--- config.mk ---
export PLATFORM = sky130hd
export DESIGN_NAME = pic_regs
export DESIGN_NICKNAME = d
export VERILOG_FILES = /design/src/rtl/pic_pkg.sv /design/src/rtl/pic_decode.sv /design/src/rtl/pic_capture.sv /design/src/rtl/pic_regs.sv
export SDC_FILE = /design/constraint.sdc
export NUM_CORES = 1
export LEC_CHECK = 0
export BUFFER_PORTS_ARGS = -buffer_cell sky130_fd_sc_hd__buf_2
export CORE_MARGIN = 2
export CORE_UTILIZATION = 41
export CTS_CLUSTER_DIAMETER = 120
export DETAILED_ROUTE_END_ITERATION = 8
export PLACE_DENSITY = 0.7
export SETUP_SLACK_MARGIN = 0.05
export SLEW_MARGIN = 0
export SYNTH_ARGS = -nofsm -noshare
export SYNTH_HDL_FRONTEND = slang
export SYNTH_SLANG_ARGS = --single-unit
--- constraint.sdc ---
create_clock -name clk -period 3 [get_ports clk]
set_input_delay 0.6 -clock clk [delete_from_list [all_inputs] [get_ports clk]]
set_output_delay 0.6 -clock clk [all_outputs]
set_load 0.02 [all_outputs]
--- src/rtl/pic_pkg.sv ---
package pic_pkg;

    localparam int IDX_W        = 16;
    localparam int GROUP_SHIFT  = 11;

    typedef enum logic [1:0] {
        SLOT_NONE = 2'd0,
        SLOT_MASK = 2'd1,
        SLOT_STAT = 2'd2
    } slot_e;

    // Builds a register index from its group and number.
    function automatic logic [IDX_W-1:0] reg_index(input int unsigned group,
                                                   input int unsigned number);
        return IDX_W'((group << GROUP_SHIFT) + number);
    endfunction

    typedef struct packed {
        logic [IDX_W-1:0] addr;
        logic             we;
        logic [31:0]      wdata;
    } spr_req_t;

endpackage

--- src/rtl/pic_decode.sv ---
module pic_decode
    import pic_pkg::*;
#(
    parameter int unsigned GROUP    = 9,
    parameter int unsigned MASK_NUM = 0,
    parameter int unsigned STAT_NUM = 2
) (
    input  logic [IDX_W-1:0] addr,
    output slot_e            slot
);
    localparam logic [IDX_W-1:0] MASK_IDX = reg_index(GROUP, MASK_NUM);
    localparam logic [IDX_W-1:0] STAT_IDX = reg_index(GROUP, STAT_NUM);

    always_comb begin
        if (addr == MASK_IDX)      slot = SLOT_MASK;
        else if (addr == STAT_IDX) slot = SLOT_STAT;
        else                       slot = SLOT_NONE;
    end
endmodule

--- src/rtl/pic_capture.sv ---
module pic_capture #(
    parameter int unsigned          NUM_LINES  = 32,
    parameter logic [NUM_LINES-1:0] EDGE_LINES = '0
) (
    input  logic                 clk,
    input  logic                 rst,
    input  logic [NUM_LINES-1:0] lines,
    input  logic [NUM_LINES-1:0] clr,
    output logic [NUM_LINES-1:0] status
);
    logic [NUM_LINES-1:0] set_v;

    for (genvar i = 0; i < NUM_LINES; i++) begin : g_line
        if (EDGE_LINES[i]) begin : g_edge
            logic prev_q;
            always_ff @(posedge clk) begin
                if (rst) prev_q <= 1'b0;
                else     prev_q <= lines[i];
            end
            assign set_v[i] = lines[i] & ~prev_q;
        end else begin : g_level
            assign set_v[i] = lines[i];
        end

        // Set has priority over a software clear on the same edge.
        always_ff @(posedge clk) begin
            if (rst)           status[i] <= 1'b0;
            else if (set_v[i]) status[i] <= 1'b1;
            else if (clr[i])   status[i] <= 1'b0;
        end
    end


    clear_takes_chk: assert property (@(posedge clk) disable iff (rst)
        1'b1 |=> ((status & $past(clr & ~set_v)) == '0));

    set_wins_chk: assert property (@(posedge clk) disable iff (rst)
        1'b1 |=> ((status & $past(set_v)) == $past(set_v)));

    sticky_chk: assert property (@(posedge clk) disable iff (rst)
        1'b1 |=> ((~status & $past(status) & ~$past(clr)) == '0));
endmodule

--- src/rtl/pic_regs.sv ---
module pic_regs
    import pic_pkg::*;
#(
    parameter int unsigned          NUM_LINES  = 32,
    parameter int unsigned          DATA_W     = 32,
    parameter int unsigned          GROUP      = 9,
    parameter logic [NUM_LINES-1:0] MASK_RESET = '0,
    parameter logic [NUM_LINES-1:0] EDGE_LINES = NUM_LINES'(32'h0000_FF00)
) (
    input  logic                 clk,
    input  logic                 rst,
    input  logic [IDX_W-1:0]     spr_addr,
    input  logic                 spr_we,
    input  logic [DATA_W-1:0]    spr_wdata,
    input  logic [DATA_W-1:0]    spr_rdata_in,
    output logic [DATA_W-1:0]    spr_rdata,
    input  logic [NUM_LINES-1:0] irq_lines,
    output logic                 irq_req
);
    slot_e                slot;
    logic [NUM_LINES-1:0] mask_q;
    logic [NUM_LINES-1:0] status;
    logic [NUM_LINES-1:0] clr_v;
    logic                 wr_mask;
    logic                 wr_stat;

    pic_decode #(
        .GROUP    (GROUP),
        .MASK_NUM (0),
        .STAT_NUM (2)
    ) u_dec (
        .addr (spr_addr),
        .slot (slot)
    );

    assign wr_mask = spr_we && (slot == SLOT_MASK);
    assign wr_stat = spr_we && (slot == SLOT_STAT);
    assign clr_v   = wr_stat ? spr_wdata[NUM_LINES-1:0] : '0;

    pic_capture #(
        .NUM_LINES  (NUM_LINES),
        .EDGE_LINES (EDGE_LINES)
    ) u_cap (
        .clk    (clk),
        .rst    (rst),
        .lines  (irq_lines),
        .clr    (clr_v),
        .status (status)
    );

    always_ff @(posedge clk) begin
        if (rst)          mask_q <= MASK_RESET;
        else if (wr_mask) mask_q <= spr_wdata[NUM_LINES-1:0];
    end

    always_comb begin
        unique case (slot)
            SLOT_MASK: spr_rdata = DATA_W'(mask_q);
            SLOT_STAT: spr_rdata = DATA_W'(status);
            default:   spr_rdata = spr_rdata_in;
        endcase
    end

    assign irq_req = |(status & mask_q);


    mask_zero_quiet_chk: assert property (@(posedge clk) disable iff (rst)
        (wr_mask && (spr_wdata[NUM_LINES-1:0] == '0)) |=> !irq_req);

    stray_write_chk: assert property (@(posedge clk) disable iff (rst)
        (spr_we && (slot == SLOT_NONE)) |=> $stable(mask_q));

    passthru_chk: assert property (@(posedge clk) disable iff (rst)
        (slot == SLOT_NONE) |-> (spr_rdata == spr_rdata_in));
endmodule

==> results.md, run 1 <==
- Max transition margin: 54.4%
- Outcome: finished clean
- CP arrival: 1.91 ns
- FMAX: 399 MHz
- # clock sinks: 72
- Cells after Synth: 468
- Clk network pwr share: between 30% and 40%
- Sw Pwr: 547 uW
- Multi-input gate area: 1960 um^2
- Vias in the first global route: 3,589
- Crit Path Category: in2out
- Die Width: 99.3 um
- First-pass GRT wire length: 17,100 um
- Cell count of the worst reg-to-reg path: 2
- Number of max-cap violations: 0
- Cell leakage power: 2.12 nW
- Wire per inst: between 10 and 15 um
- Die height: 99.3 um
- Postcts setup bufs: 0
- Peak supply drop: 0.000234 V
- Hold path start: u_cap.g_line[12].g_edge.prev_q$_SDFF_PP0_
- Final setup violation count: 0
- Clock Tree Buf Depth: 2
- First-pass DRT Iterations: 4
- Register area: between 1000 and 1500 um^2
- Initial Util: 42.5%
- # port buffers: 147
- Post-Syn Area: 3720 um^2
- Final nets: 711
- Placed Instances: 693
- Internal power: 1.59 mW
- Layout cells sized above 1: 29.5%
- Clock slew at reported path FFs: 0.07 ns
- I/O pin cnt: 148
- Clock latency at the later pin of the worst-skew pair: 0.34 ns
- Critical Path Fanout Max: 30
- Via density: 5.39
- Most common cell after layout, fill and taps aside: buf_2
- GRT Util Overall: 21.3%
- Post-DP HPWL: 7650 um
- Grt total ovfl: 0
- PwrDens: 453 nW/um^2
- FP Rows: 34
- Worst R2R Start: mask_q[9]$_SDFFE_PP0P_
- Hold path cells: 2
- Min-Delay Endpoint: u_cap.status[12]$_SDFFE_PP0P_
- Largest net degree at the start of global routing: 57
- Syn nets: approximately 580
- Worst Max-Slew Pin Slew: 0.684 ns
- Depth of the CTS H-tree: 3
- Fin. max-slew vios: 0
- Post-cts resize count: 0
- Netlist cell types: 26
- Ant diodes: 0
- Clk root buf: clkbuf_8
- Crit share post-route: 83.6%
- Area Overhead vs Synth: 26.8%
- Register area share after synthesis: between 30 and 40%
- CTS tree: done
- Via Count: 3,814
- Highest-count cells in the layout ignoring fill and taps: buf_2, o21ai_0, dfxtp_1
- Core area: approximately 9000 um^2
- Filler Cell Count: between 800 and 900
- Die area: approximately 9900 um^2
- Worst Clk Skew: 0.000380 ns
- Worst flop-to-flop path endpoint: mask_q[9]$_SDFFE_PP0P_
- Remaining DRCs: 0
- Post-synthesis register bit count: 72
- Sequential Power Share: between 40% and 50%
- WP data required: 2.40 ns
- Combinational share of power: 13.6%
- RSZ-0062 raised after global routing: false
- Total CTS buffers: 9
- Gpl congestion: 0.833
- Hold Path Class: reg2reg
- Hold_buf cts: 0
- Antenna Violating Nets Remaining: 0
- DRT iter0 DRCs: between 150 and 200
- Ys Warns: 0
- Switch share: 25.6%
- Minimum clock period: 2.51 ns
- Final wirelength: 10,600 um
- CP Launch Type: input port
- Setup TNS: 0 ns
- Setup crit end kind: output pin
- Final hold vios: 0
- Reg2Reg Setup Slack: between 2 and 2.5 ns
- Non-Filler Instances: ~700
- Initial antenna violation count: 0
- Overall Power: between 2 and 2.5 mW
- Avg Cell Area, Syn: 7.95 um^2
==> synth_stat cells <==
cell type | count | share of area, %
a21oi_1 | 56 | 7.5
a22oi_1 | 16 | 3.2
a32o_1 | 8 | 2.2
and2_1 | 1 | 0.17
and4_1 | 1 | 0.24
buf_2 | 8 | 1.1
buf_4 | 4 | 0.81
buf_6 | 1 | 0.30
clkbuf_1 | 29 | 2.9
clkbuf_2 | 1 | 0.13
dfxtp_1 | 72 | 39
inv_1 | 33 | 3.3
mux2i_1 | 32 | 8.6
nand2_1 | 56 | 5.6
nand4_1 | 14 | 2.4
nand4b_1 | 32 | 7.5
nor2_1 | 1 | 0.10
nor2b_1 | 8 | 1.3
nor3b_1 | 1 | 0.20
nor4_1 | 2 | 0.34
nor4_2 | 1 | 0.34
nor4b_4 | 1 | 0.64
nor4bb_1 | 1 | 0.27
o21ai_0 | 81 | 11
o21ai_1 | 7 | 0.94
or4_1 | 1 | 0.20
==> power groups by stage <==
stage / logic, mW / clock network, mW / registers (mW)
2_1_floorplan: 0.159 / 0 / 1.04
3_3_place_gp: 0.285 / 0 / 1.05
3_5_place_dp: 0.290 / 0 / 1.05
4_1_cts: 0.292 / 0.836 / 1.03
5_1_grt: 0.322 / 0.880 / 1.03
6_report: 0.290 / 0.820 / 1.03
==> stage by stage <==
step	setup slack [ns]	hold WS (ns)	util, %	cell area (um^2)
6_report	0.492	0.473	53.9	4720
5_1_grt	0.343	0.464	53.9	4720
4_1_cts	0.510	0.458	53.9	4720
3_5_place_dp	0.518	0.459	51.5	4510
3_3_place_gp	0.555	0.456	51.5	4510
2_1_floorplan	0.475	0.446	-	3720
==> per-layer routing <==
metal	GRT usage [%]	wire, um
met1	28.7	4960
met2	34.3	4820
met3	5.48	709
met4	5.69	81
met5	0	0
==> state kept, by name (all words and copies together), names as in the netlist <==
name	flops
u_cap.g_line.g_edge.prev_q	8
u_cap.status	32
mask_q	32
==> cell families (layout without fill, tap and decap cells) <==
kind of cell | Yosys count | after routing | share of synthesized area, %
flops | 72 | 72 | 38.7
simple gates | 120 | 120 | 19.4
mux | 32 | 32 | 8.61
buf+inv | 76 | 208 | 8.57
compound gates | 168 | 168 | 24.7
==> critical path: stages <==
cell	delay [ns]
buf_2	0.10
nor4_2	0.35
nand4_1	0.18
buf_4	0.26
o21ai_0	0.21
buf_2	0.20
==> cell type report <==
class	instances	area share, %
Multi-Input combinational cell	320	41.6
Clock buffer	9	2.62
Sequential cell	72	30.5
Timing Repair Buffer	160	18.0
Clock inverter	6	1.80
Inverter	33	2.62
Tap cell	108	2.86
==> how the worst max path moves through the flow <==
stage / startpoint / to / depth (start not counted)
finish: spr_addr[13] / spr_rdata[5] / 6
detailed placement: spr_addr[13] / spr_rdata[5] / 6
CTS: spr_addr[13] / spr_rdata[5] / 6
floorplan: spr_addr[13] / spr_rdata[23] / 4
global route: spr_addr[13] / spr_rdata[28] / 6
global placement: spr_addr[13] / spr_rdata[26] / 6
Note: power is estimated with default switching activity, not from simulation.
==> run 2: changes to the inputs <==
--- a/config.mk
+++ b/config.mk
@@ -5,12 +5,13 @@
 export SDC_FILE = /design/constraint.sdc
 export NUM_CORES = 1
 export LEC_CHECK = 0
+export ABC_AREA = 1
 export BUFFER_PORTS_ARGS = -buffer_cell sky130_fd_sc_hd__buf_2
 export CORE_MARGIN = 2
 export CORE_UTILIZATION = 41
 export CTS_CLUSTER_DIAMETER = 120
 export DETAILED_ROUTE_END_ITERATION = 8
-export PLACE_DENSITY = 0.7
+export PLACE_DENSITY = 0.73
 export SETUP_SLACK_MARGIN = 0.05
 export SLEW_MARGIN = 0
 export SYNTH_ARGS = -nofsm -noshare
==> constraint.sdc (replaced) <==
create_clock -name clk -period 2 [get_ports clk]
set_input_delay 0.4 -clock clk [delete_from_list [all_inputs] [get_ports clk]]
set_output_delay 0.4 -clock clk [all_outputs]
set_load 0.02 [all_outputs]
==> results.md, run 2 <==
- Outcome: finished, violations left
- Failing checks: setup timing
- First-pass DRT Iterations: 5
- Clk root buf: clkbuf_8
- Internal power: 2.30 mW
- Worst Clk Skew: 0.00181 ns
- Filler Cell Count: 891
- Final wirelength: roughly 13,000 um
- Register area: about 1400 um^2
- Post-Syn Area: 3810 um^2
- Ys Warns: 0
- Critical Path Fanout Max: 8
- Met2 WL: between 6000 and 7000 um
- Worst Max-Slew Pin Slew: 0.387 ns
- Clock latency at the later pin of the worst-skew pair: 0.34 ns
- Biggest regs: mask_q: 32 flops, u_cap.status: 32 flops, u_cap.g_line.g_edge.prev_q: 8 flops
- Sequential Power Share: 48.6%
- Via Count: between 4,000 and 5,000
- Post-DP HPWL: between 7000 and 8000 um
- Synth Flop Type: dfxtp_1
- Synth top area cells: dfxtp_1, nand2_1, nand3_1, inv_1, nor2_1
- # port buffers: around 150
- Total CTS buffers: 9
- Crit share post-route: 100%
- Yosys top cell area share: 37.8%
- Non-Filler Instances: 851
- Placed Instances: 822
- Area Overhead vs Synth: 40.5%
- First-pass GRT wire length: between 15,000 and 20,000 um
- Layout cells sized above 1: 30.7%
- Commonest cells post-synth: nand2_1, inv_1, nor2_1
- Max transition margin: 74.2%
- RSZ-0062 raised after global routing: true
- Die Width: around 100 um
- Combinational share of power: 13.4%
- Highest-count cells in the layout ignoring fill and taps: nand2_1, buf_2, inv_1
- Most common cell after layout, fill and taps aside: nand2_1
- Core area: 9110 um^2
- Final setup violation count: 1
- CP arrival: 1.60 ns
- Depth of the CTS H-tree: 3
- Post-synthesis register bit count: 72
- Final hold vios: 0
- Clock Tree Buf Depth: 2
- Via density: about 5
- GRT Util Overall: 22.1%
- Peak supply drop: 0.000307 V
- DRT iter0 DRCs: 209
- Die height: 100 um
- Utilization after layout: between 50% and 60%
- FMAX: 500 MHz
- Hold Path Class: in2reg
- Final nets: 850
- Clk network pwr share: around 38%
- PwrDens: roughly 590 nW/um^2
- Netlist cell types: 22
- Number of flops mapped to enable cells by yosys: 0
- Cells after Synth: approximately 580
- Wl on met1: about 5400 um
- Ys async rst share: 0%
- Avg Cell Area, Syn: roughly 6.5 um^2
- Vias in the first global route: 3,893
- Setup TNS: -0.00117 ns
- Register area share after synthesis: 37.8%
- Ant diodes: 0
- Post-route setup slack: -0.00117 ns
- CTS tree: done
- Sw Pwr: between 800 and 900 uW
- Number of max-cap violations: 0
- CP Launch Type: input port
- Setup crit end kind: output pin
- Most frequent cell after synthesis: nand2_1
- Gpl congestion: 0.845
- Fin. max-slew vios: 0
- Minimum clock period: ~2.0 ns
- # clock sinks: 72
- Multi-input gate area: slightly below 2000 um^2
- Wire per inst: 14.7 um
- Largest net degree at the start of global routing: between 50 and 60
- Syn nets: 699
- Clock slew at reported path FFs: ~0.08 ns
- Pre-CTS setup slack: -0.0551 ns
- Initial Util: 41.8%
- I/O pin cnt: 148
- Switch share: 26.7%
- Area leader, netlist: dfxtp_1
- Top routing layer used: met4
- FP Rows: 35
- Crit Path Category: in2out
- WP data required: ~1.6 ns
- Grt total ovfl: 0
- Met3 Wirelength: 916 um
- Remaining DRCs: 0
- Initial antenna violation count: 0
- Cell leakage power: roughly 2.7 nW
- Antenna Violating Nets Remaining: 0
- Overall Power: 3.14 mW
- Die area: 10,100 um^2
run 2: changes by cell type after synthesis, moves of 12 or more:
cell      previous run  this run
nor2_1               1        83
o21ai_0             81         7
nand2_1             56       129
nand3_1              0        68
inv_1               33        83
mux2i_1             32         0
nand4b_1            32         0
o211ai_1             0        31
a21oi_1             56        27
clkbuf_1            29        11
a22oi_1             16         0
nand4_1             14        26
run 2: path summary, 6_finish.rpt:
path	from	endpoint	slack, ns	depth (start not counted)
max	spr_addr[12]	spr_rdata[30]	-0.001	8
min	irq_lines[8]	u_cap.g_line[8].g_edge.prev_q$_SDFF_PP0_	0.26	3
max reg2reg	u_cap.status[9]$_SDFFE_PP0P_	u_cap.status[9]$_SDFFE_PP0P_	1.30	4
min reg2reg	u_cap.g_line[12].g_edge.prev_q$_SDFF_PP0_	u_cap.status[12]$_SDFFE_PP0P_	0.41	1
run 2: timing repair:
item | CTS | global route
pin swaps | 3 | 14
buffers inserted | 1 | 4
gates cloned | 0 | 8
gates resized for setup | 45 | 22
hold buffers | 0 | 0
endpoints found under the setup margin | 32 | 33
run 2: logic make-up after synthesis:
family                 Yosys count  synth area share [%]
AO/OA/AOI/OAI                   78                  12.7
buffers and inverters          120                  13.2
flip-flops                      72                  37.8
AND/OR/NAND/NOR                314                  36.3
run 2: through the flow:
| step | hold WS, ns | cell area (um^2) |
|---|---|---|
| 5_1_grt | 0.264 | 5350 |
| 6_report | 0.255 | 5350 |
| 3_5_place_dp | 0.400 | 4710 |
| 2_1_floorplan | 0.390 | 3810 |
| 3_3_place_gp | 0.394 | 4710 |
| 4_1_cts | 0.243 | 5070 |
run 2: power groups by stage:
stage	clock (mW)	sequential (mW)	combinational (mW)
final	1.19	1.53	0.420
after CTS	1.21	1.53	0.409
after global placement	0	1.56	0.378
after global routing	1.27	1.53	0.462
after detailed placement	0	1.56	0.384
after floorplan	0	1.55	0.193
run 2: final cells by class:
| class | instances | area share (%) |
|---|---|---|
| flip-flops and latches | 72 | 27.0 |
| inverters | 83 | 5.82 |
| clock buffers | 10 | 2.57 |
| well taps | 111 | 2.60 |
| multi-input cells | 392 | 37.1 |
| clock inverters | 6 | 1.26 |
| repair buffers | 177 | 23.7 |
run 2: metal layers:
| metal | track usage, % | vias to the layer above |
|---|---|---|
| met5 | 0 | - |
| met4 | 5.48 | 0 |
| met3 | 3.41 | 13 |
| met2 | 38.7 | 181 |
| met1 | 28.5 | 1971 |
| li1 | - | 2206 |
run 2: worst max-delay path: stages:
cell      delay, ns
buf_6          0.10
nor2_4         0.10
nand3_2        0.08
nor2_4         0.20
nand2_4        0.14
buf_12         0.17
o211ai_1       0.22
buf_4          0.19
==> run 3: changes to the inputs <==
--- a/config.mk
+++ b/config.mk
@@ -8,12 +8,13 @@
 export ABC_AREA = 1
 export BUFFER_PORTS_ARGS = -buffer_cell sky130_fd_sc_hd__buf_2
 export CORE_MARGIN = 2
-export CORE_UTILIZATION = 41
+export CORE_UTILIZATION = 40
 export CTS_CLUSTER_DIAMETER = 120
 export DETAILED_ROUTE_END_ITERATION = 8
-export PLACE_DENSITY = 0.73
+export PLACE_DENSITY = 0.69
 export SETUP_SLACK_MARGIN = 0.05
 export SLEW_MARGIN = 0
 export SYNTH_ARGS = -nofsm -noshare
 export SYNTH_HDL_FRONTEND = slang
+export SYNTH_HIERARCHICAL = 1
 export SYNTH_SLANG_ARGS = --single-unit
==> results.md, run 3 <==
- Hold path cells: 3
- Post-synthesis register bit count: 72
- Hold Path Class: in2reg
- Synth Flop Type: dfxtp_1
- # clock sinks: 72
- Overall Power: 3.08 mW
- Area leader, netlist: dfxtp_1
- Worst Max-Slew Pin Slew: 0.456 ns
- Peak supply drop: 0.000261 V
- First-pass DRT Iterations: 5
- Hold Worst Slack: 0.279 ns
- Post-Syn Area: 4060 um^2
- Cells after Synth: 608
- Highest-count cells in the layout ignoring fill and taps: nand2_1, buf_2, inv_1
- I/O pin cnt: between 100 and 150
- GRT Util Overall: 20.9%
- Register area share after synthesis: 35.5%
- Slowest-stage cell, CP: ha_4
- CP arrival: around 1.9 ns
- Grt total ovfl: 0
- Number of flops mapped to enable cells by yosys: 0
- Initial antenna violation count: 0
- Final wirelength: 12,300 um
- FP Rows: 36
- Biggest regs: mask_q: 32 flops, u_cap/status: 32 flops, u_cap/g_line.g_edge.prev_q: 8 flops
- Fin. max-slew vios: 0
- Layout cells sized above 1: between 40% and 50%
- # port buffers: 147
- Post-DP HPWL: 8310 um
- Setup crit end kind: output pin
- WP data required: 1.60 ns
- Via density: 4.76
- Utilization after layout: 61.5%
- RSZ-0062 raised after global routing: true
- Hold_buf cts: 0
- Area Overhead vs Synth: 48.7%
- CTS tree: done
- DRT iter0 DRCs: 205
- Filler Cell Count: 896
- Commonest cells post-synth: nand2_1, inv_1, nor2_1
- Netlist cell types: 17
- Clock Tree Buf Depth: 2
- Largest net degree at the start of global routing: 33
- Wire per inst: 13.6 um
- Initial Util: approximately 41%
- CP Launch Type: input port
- Clock slew at reported path FFs: 0.08 ns
- Critical Path Fanout Max: 7
- Failing checks: setup timing
- Vias in the first global route: 4,237
- Crit Path Category: in2out
- Worst Clk Skew: 0.00856 ns
- Antenna Violating Nets Remaining: 0
- Worst R2R Start: mask_q[24]$_SDFFE_PP0P_
- Dpl cell area: 5240 um^2
- Final setup violation count: 32
- Most common cell after layout, fill and taps aside: nand2_1
- Placed Instances: 878
- Gpl congestion: 0.835
- Yosys top cell area share: 35.5%
- Cell count of the worst reg-to-reg path: 2
- Max transition margin: 69.6%
- Most frequent cell after synthesis: nand2_1
- Outcome: finished, violations left
- Remaining DRCs: 0
- Ys Warns: 6
- Cell leakage power: 2.83 nW
- Via Count: 4,284
- CP startpoint: spr_addr[13]
- Crit share post-route: 116%
- Cell breakdown of the critical path: buf_6 -> inv_2 -> nand2_1 -> nor2_1 -> nand2_2 -> nor2_4 -> inv_2 -> ha_4 -> clkinv_8 -> clkbuf_16 -> nor2_4 -> a21oi_2 -> buf_4
- Finished Cell Area: slightly above 6000 um^2
- Number of max-cap violations: 0
- PwrDens: 510 nW/um^2
- Final nets: 880
- Syn nets: 725
- Synth top area cells: dfxtp_1, nand2_1, a21oi_1, inv_1, nor2_1
- Die area: ~11,000 um^2
- Total CTS buffers: 9
- Worst path max stage delay: 0.33 ns
- Avg Cell Area, Syn: 6.68 um^2
- Core area: 9820 um^2
- Non-Filler Instances: 900
- Die Width: 105 um
- Hold path start: irq_lines[10]
- First-pass GRT wire length: 18,900 um
- Depth of the CTS H-tree: 3
- Die height: 105 um
- Clk root buf: clkbuf_8
- Ys async rst share: 0%
- Post-route setup slack: -0.312 ns
- Final hold vios: 0
- Clock latency at the later pin of the worst-skew pair: 0.34 ns
- Ant diodes: 0
- FMAX: around 430 MHz
- Minimum clock period: 2.31 ns
-- run 3: final timing paths --
path / to / slack (ns)
max: spr_rdata[27] / -0.31
min reg2reg: u_cap/status[8]$_SDFFE_PP0P_ / 0.46
min: u_cap/g_line[10].g_edge.prev_q$_SDFF_PP0_ / 0.28
max reg2reg: mask_q[24]$_SDFFE_PP0P_ / 1.31
-- run 3: per-layer routing --
metal / vias to the layer above / wire length (um) / global-route usage (%)
met5: - / 0 / 0
li1: 2164 / - / -
met3: 21 / 684 / 3.93
met4: 0 / 221 / 7.81
met1: 1948 / 5350 / 25.5
met2: 151 / 6020 / 36.3
-- run 3: report_power, final --
group          internal, mW  switching, mW
Clock                 0.508          0.540
Sequential             1.49         0.0485
Combinational         0.239          0.252
Total                  2.24          0.841
-- run 3: cells by family (layout without fill, tap and decap cells) --
family,after synthesis,in the layout,synth area share [%]
flip-flops,72,72,35.5
adder cells (fa/ha/maj),2,2,0.616
buffers and inverters,146,305,16.8
AO/OA/AOI/OAI,120,120,20.2
AND/OR/NAND/NOR,268,268,26.9
-- run 3: metrics by stage --
stage               setup TNS, ns  worst slack [ns]
finish                      -8.30            -0.312
global route               -10.72            -0.383
CTS                         -6.94            -0.253
detailed placement         -19.47            -0.432
global placement           -16.03            -0.403
floorplan                   -1.61           -0.0655
-- run 3: cell type report --
cell class                      instances  area [um^2]  share of cell area (%)
Multi-Input combinational cell        390         2420                    40.1
Clock inverter                          3         17.5                   0.290
Inverter                              115          462                    7.65
Sequential cell                        72         1440                    23.9
Clock buffer                           12          155                    2.57
Tap cell                              133          166                    2.76
Timing Repair Buffer                  175         1370                    22.8
-- run 3: worst max-delay path: cells and delay by family --
family / cells / cell delay [ns]
buf+inv: 6 / 0.62
compound gates: 1 / 0.04
fa+ha+maj: 1 / 0.33
simple gates: 5 / 0.49
-- run 3: timing repair --
item | 4_1_cts | 5_1_grt
endpoints found under the setup margin | 32 | 32
buffers inserted | 0 | 3
gates resized for setup | 69 | 83
cloned | 0 | 4
pin swaps | 2 | 14
